$ cat src/rtl/bankwin_pkg.sv
package bankwin_pkg;

  localparam logic [31:0] WIN_BASE = 32'h000A_0000;
  localparam logic [31:0] WIN_LIMIT = 32'h000B_0000;

  // Precomputed signed window offset for a masked bank number.
  function automatic logic [31:0] bank_offset(input logic [31:0] masked_bank);
    return (masked_bank << 16) - WIN_BASE;
  endfunction

  // One add per access: CPU address plus stored offset.
  function automatic logic [31:0] map_address(input logic [31:0] addr,
                                              input logic [31:0] offset);
    return addr + offset;
  endfunction

  function automatic logic beyond_window(input logic [31:0] addr);
    return addr >= WIN_LIMIT;
  endfunction

endpackage

$ cat src/rtl/bankwin_offset_reg.sv
module bankwin_offset_reg
  import bankwin_pkg::*;
#(
  parameter int VRAM_BYTES = 1 << 20,
  parameter int BANK_W     = 16
) (
  input  logic              clk,
  input  logic              rst_n,
  input  logic [BANK_W-1:0] bank_val,
  input  logic              bank_we,
  input  logic              win_disable,
  output logic [31:0]       offset
);

  localparam int BANK_COUNT = VRAM_BYTES / 65536;
  localparam logic [BANK_W-1:0] BANK_MASK = BANK_W'(BANK_COUNT - 1);

  logic [BANK_W-1:0] masked_bank;
  assign masked_bank = bank_val & BANK_MASK;

  always_ff @(posedge clk or negedge rst_n) begin
    if (!rst_n) begin
      offset <= bank_offset(32'd0);
    end else if (win_disable) begin
      offset <= bank_offset(32'd0);
    end else if (bank_we) begin
      offset <= bank_offset(32'(masked_bank));
    end
  end

endmodule

$ cat src/rtl/bankwin_decode.sv
module bankwin_decode
  import bankwin_pkg::*;
#(
  parameter int CPU_AW  = 20,
  parameter int VADDR_W = 20,
  parameter int DW      = 8
) (
  input  logic               map_en,
  input  logic [CPU_AW-1:0]  cpu_addr,
  input  logic               cpu_rd,
  input  logic               cpu_wr,
  input  logic [DW-1:0]      cpu_wdata,
  input  logic [31:0]        offset,
  output logic [VADDR_W-1:0] vm_addr,
  output logic               vm_rd,
  output logic               vm_wr,
  output logic [DW-1:0]      vm_wdata,
  output logic               rd_accept,
  output logic               rd_blocked
);

  logic outside;
  assign outside    = beyond_window(32'(cpu_addr));
  assign vm_addr    = VADDR_W'(map_address(32'(cpu_addr), offset));
  assign vm_wdata   = cpu_wdata;
  assign rd_accept  = map_en && cpu_rd;
  assign rd_blocked = rd_accept && outside;
  assign vm_rd      = rd_accept && !outside;
  assign vm_wr      = map_en && cpu_wr && !outside;

endmodule

$ cat src/rtl/bankwin_rdresp.sv
module bankwin_rdresp #(
  parameter int DW = 8
) (
  input  logic          clk,
  input  logic          rst_n,
  input  logic          rd_accept,
  input  logic          rd_blocked,
  input  logic [DW-1:0] vm_rdata,
  output logic [DW-1:0] cpu_rdata,
  output logic          cpu_rvalid
);

  logic blocked_q;

  always_ff @(posedge clk or negedge rst_n) begin
    if (!rst_n) begin
      cpu_rvalid <= 1'b0;
      blocked_q  <= 1'b0;
    end else begin
      cpu_rvalid <= rd_accept;
      blocked_q  <= rd_blocked;
    end
  end

  assign cpu_rdata = blocked_q ? {DW{1'b1}} : vm_rdata;

endmodule

$ cat src/rtl/bankwin_mapper.sv
module bankwin_mapper #(
  parameter int CPU_AW     = 20,
  parameter int VRAM_BYTES = 1 << 20,
  parameter int DW         = 8,
  parameter int BANK_W     = 16,
  localparam int VADDR_W   = $clog2(VRAM_BYTES)
) (
  input  logic               clk,
  input  logic               rst_n,
  input  logic               map_en,
  input  logic [CPU_AW-1:0]  cpu_addr,
  input  logic               cpu_rd,
  input  logic               cpu_wr,
  input  logic [DW-1:0]      cpu_wdata,
  input  logic [BANK_W-1:0]  bank_val,
  input  logic               bank_we,
  input  logic               win_disable,
  output logic [VADDR_W-1:0] vm_addr,
  output logic               vm_rd,
  output logic               vm_wr,
  output logic [DW-1:0]      vm_wdata,
  input  logic [DW-1:0]      vm_rdata,
  output logic [DW-1:0]      cpu_rdata,
  output logic               cpu_rvalid
);

  logic [31:0] win_offset;
  logic        rd_accept;
  logic        rd_blocked;

  bankwin_offset_reg #(
    .VRAM_BYTES(VRAM_BYTES),
    .BANK_W    (BANK_W)
  ) u_offset (
    .clk        (clk),
    .rst_n      (rst_n),
    .bank_val   (bank_val),
    .bank_we    (bank_we),
    .win_disable(win_disable),
    .offset     (win_offset)
  );

  bankwin_decode #(
    .CPU_AW (CPU_AW),
    .VADDR_W(VADDR_W),
    .DW     (DW)
  ) u_decode (
    .map_en    (map_en),
    .cpu_addr  (cpu_addr),
    .cpu_rd    (cpu_rd),
    .cpu_wr    (cpu_wr),
    .cpu_wdata (cpu_wdata),
    .offset    (win_offset),
    .vm_addr   (vm_addr),
    .vm_rd     (vm_rd),
    .vm_wr     (vm_wr),
    .vm_wdata  (vm_wdata),
    .rd_accept (rd_accept),
    .rd_blocked(rd_blocked)
  );

  bankwin_rdresp #(
    .DW(DW)
  ) u_rdresp (
    .clk       (clk),
    .rst_n     (rst_n),
    .rd_accept (rd_accept),
    .rd_blocked(rd_blocked),
    .vm_rdata  (vm_rdata),
    .cpu_rdata (cpu_rdata),
    .cpu_rvalid(cpu_rvalid)
  );

endmodule

$ cat config.mk
export PLATFORM = sky130hd
export DESIGN_NAME = bankwin_mapper
export DESIGN_NICKNAME = d
export VERILOG_FILES = /design/src/rtl/bankwin_pkg.sv /design/src/rtl/bankwin_offset_reg.sv /design/src/rtl/bankwin_decode.sv /design/src/rtl/bankwin_rdresp.sv /design/src/rtl/bankwin_mapper.sv
export SDC_FILE = /design/constraint.sdc
export NUM_CORES = 1
export LEC_CHECK = 0
export ABC_CLOCK_PERIOD_IN_PS = 1400
export CAP_MARGIN = 25
export CELL_PAD_IN_SITES_DETAIL_PLACEMENT = 1
export CELL_PAD_IN_SITES_GLOBAL_PLACEMENT = 1
export CORE_AREA = 10 10 61 63
export CTS_BUF_LIST = sky130_fd_sc_hd__clkbuf_16
export DETAILED_ROUTE_END_ITERATION = 12
export DIE_AREA = 0 0 71 73
export DONT_BUFFER_PORTS = 1
export PLACE_DENSITY_LB_ADDON = 0.2
export RECOVER_POWER = 100
export SYNTH_ARGS = -nofsm -noshare
export SYNTH_HDL_FRONTEND = slang
export SYNTH_SLANG_ARGS = --single-unit
$ cat constraint.sdc
create_clock -name clk -period 1.4 [get_ports clk]
set_clock_uncertainty 0.15 [all_clocks]
set_input_delay 0.14 -clock clk [delete_from_list [all_inputs] [get_ports clk]]
set_output_delay 0.14 -clock clk [all_outputs]
set_load 0.01 [all_outputs]
==> out/results.ini, run 1 <==
[outcome]
outcome = complete, but fails checks
violations = negative setup slack

[drt]
drc = 0
wire_per_inst_um = 16.9
routed_wl_um = 1590
drt_iter0_markers = 2
ant_nets = 0
vias_per_cell = 4.23
first_pass_iters = 2
dr_total_vias = 398

[sta]
slew_violations = 0
timing.final.hold_violations = 0
fin_crit_ns = 1.74
fin_ws_ns = -0.336
worst_pin_slew_ns = 0.276
fin_crit_sh = 1.24
rsz0062_at_grt = yes
fmax_mhz = 576
maxSlewHeadroom = 0.815
setup_viol_count_final = 3
finalSetupTns_ns = -0.912

[die]
start_util = 0.236
die_h_um = 73
pin_count = 98
dieWidth_um = 71
design.core.area_um2 = 2620
die_area_um2 = 5180
rows = 19

[placed_design]
post-dp-hpwl_um = 1360
portBuffers = 0
place_congestion = 0.605

[global_route]
grt_usage = 0.0594
grt_max_degree = 9
antenna_found_initial = 0
first_global_vias = 477
grt_pass1_wl_um = 2460
gr-total-overflow = 0

[setup_path]
path_class = reg -> out
cp_max_fo = 3
cp_top_family = flip-flops
critPathRequiredTime_ns = 1.11
crit_arrival_ns = 1.45
cpMaxStageDelayCell = dfstp_2
path_buf_inv = 0
slowest_delay_ns = 0.55
crit_path_start_kind = flip-flop
crit_path_end_kind = output pin
crit_chain = ha_4, a21o_1, a21oi_2, xnor2_2

[logic_synthesis]
yosysWarnings = 0
synth.distinct_cells = 18
synthCells = 72
synth_nets = 136
seq_area_frac_synth = 0.247
ys_ff_latch = 6
syn_area_per_cell_um2 = 8.58
synth_area_um2 = 618

[clock_network]
path_clk_slew_ns = 0.03
htreeDepth = 1
cts_root_buffer = clkbuf_16
insertion_delay_ns = 0.23
cts_tree = done
ctsLongestPathBuffers = 2
clkSinkCount = 6
cts_made_buffers = 3

[finish]
post-route-util = 0.264
fillers = 319
nets = 128
diodes = 0
area_growth_pct = 11.7
drive_above_1_share = 0.381

[run]
cap_violations = 0

[hold_path]
holdCritPathClass = in -> reg

[pwr]
p_per_area_nw_per_um2 = 1180
irDropWorstVdd_v = 0.000716
p_leak_nw = 0.346

flip-flops by register name, indices dropped and copies added (netlist names):
name / flops
u_offset.offset: 4
u_rdresp.cpu_rvalid: 1
u_rdresp.blocked_q: 1
layer usage:
| layer | global-route usage | vias up | wire [um] |
|---|---|---|---|
| met4 | 0.0409 | 0 | 50 |
| met5 | 0 | - | 0 |
| met1 | 0.0503 | 169 | 506 |
| met3 | 0.0340 | 12 | 231 |
| met2 | 0.104 | 36 | 802 |
| li1 | - | 181 | - |
metrics by stage:
stage	instances	area [um2]	setup WS, ns	hold WS [ns]	power, mW
CTS	93	671	-0.376	0.0445	0.826
global route	94	691	-0.376	0.0665	0.858
global placement	80	499	-0.137	-0.305	0.324
finish	94	691	-0.336	0.0340	0.817
floorplan	72	633	-0.0688	-0.306	0.372
detailed placement	80	499	-0.141	-0.305	0.324
what timing repair did:
| item | 4_1_cts | 5_1_grt |
|---|---|---|
| resized for setup | 4 | 2 |
| endpoints found under the hold margin | 12 | 0 |
| setup endpoints to repair | 3 | 4 |
| pin swaps | 3 | 3 |
| hold buffers | 8 | 0 |
| gates cloned | 0 | 0 |
| buffers inserted | 1 | 1 |
worst reg2reg max path, cell delays in order (launching register included):
cell and delay, ns:
dfrtp_1 0.38, clkbuf_4 0.13, buf_4 0.12, buf_4 0.12, mux2i_1 0.11, nor2_1 0.05
power by group:
part,internal [mW],total (mW),switching (mW)
Sequential,0.187,0.196,0.00905
Clock,0.370,0.467,0.0964
Combinational,0.0786,0.155,0.0763
Yosys cell counts:
cell	count	area, um2
buf_4	24	180
or2_2	8	50.1
inv_1	7	26.3
dfrtp_1	4	100
ha_1	4	50.1
nand2_1	4	15.0
nor2_1	3	11.3
xnor2_1	3	26.3
a21o_1	2	15.0
dfstp_2	2	52.6
mux2i_1	2	20.0
nand2b_1	2	12.5
o21ai_0	2	10.0
a21oi_1	1	5.00
a21oi_2	1	8.76
and3_1	1	6.26
fa_1	1	20.0
xor2_1	1	8.76
final timing paths:
check                                          from                   to  slack, ns  cells after the start
max in group asynchronous                     rst_n  u_offset.offset[17]       0.75                      1
worst max register to register  u_offset.offset[16]  u_offset.offset[16]       0.23                      5
worst max-delay path            u_offset.offset[17]          vm_addr[19]      -0.34                      4
min in group asynchronous                     rst_n  u_rdresp.cpu_rvalid       0.08                      1
worst min register to register  u_offset.offset[19]  u_offset.offset[19]       0.42                      2
worst min-delay path                    bank_val[3]  u_offset.offset[19]       0.03                      3
cells by family after synthesis:
kind of cell               count (synthesis)  synth area share
DFF                                        6             0.247
muxes                                      2            0.0324
AOI/OAI and AO/OA                          6            0.0627
xor gates and xnor gates                   4            0.0567
and+or+nand+nor                           18             0.154
buffers and inverters                     31             0.334
adders and majority gates                  5             0.113
final cells by class:
type	count	area, um2	area share
Clock buffer	3	75.1	0.109
Clock inverter	1	3.75	0.00543
Inverter	7	26.3	0.0380
Multi-Input combinational cell	35	292	0.422
Sequential cell	6	153	0.221
Tap cell	31	38.8	0.0562
Timing Repair Buffer	11	103	0.149
placed cells by master, fill, tap and decap left out, drive strengths merged:
master / synthesis / routed
o21ai: 2 / 2
xor2: 1 / 1
or2: 8 / 8
fa: 1 / 1
and3: 1 / 1
nor2: 3 / 3
clkdlybuf4s25: 0 / 1
dlygate4sd3: 0 / 7
nand2b: 2 / 2
mux2i: 2 / 2
inv: 7 / 8
a21o: 2 / 2
dfrtp: 4 / 4
ha: 4 / 4
nand2: 4 / 4
clkbuf: 0 / 4
xnor2: 3 / 3
a21oi: 2 / 2
dfstp: 2 / 2
buf: 24 / 2
(Power assumes the default switching activity.)
==> run 2, diff against run 1 <==
CAP_MARGIN = unset   (was 25)
==> results of run 2 <==
No change in the layout: final DEF, timing and power equal those of run 1.
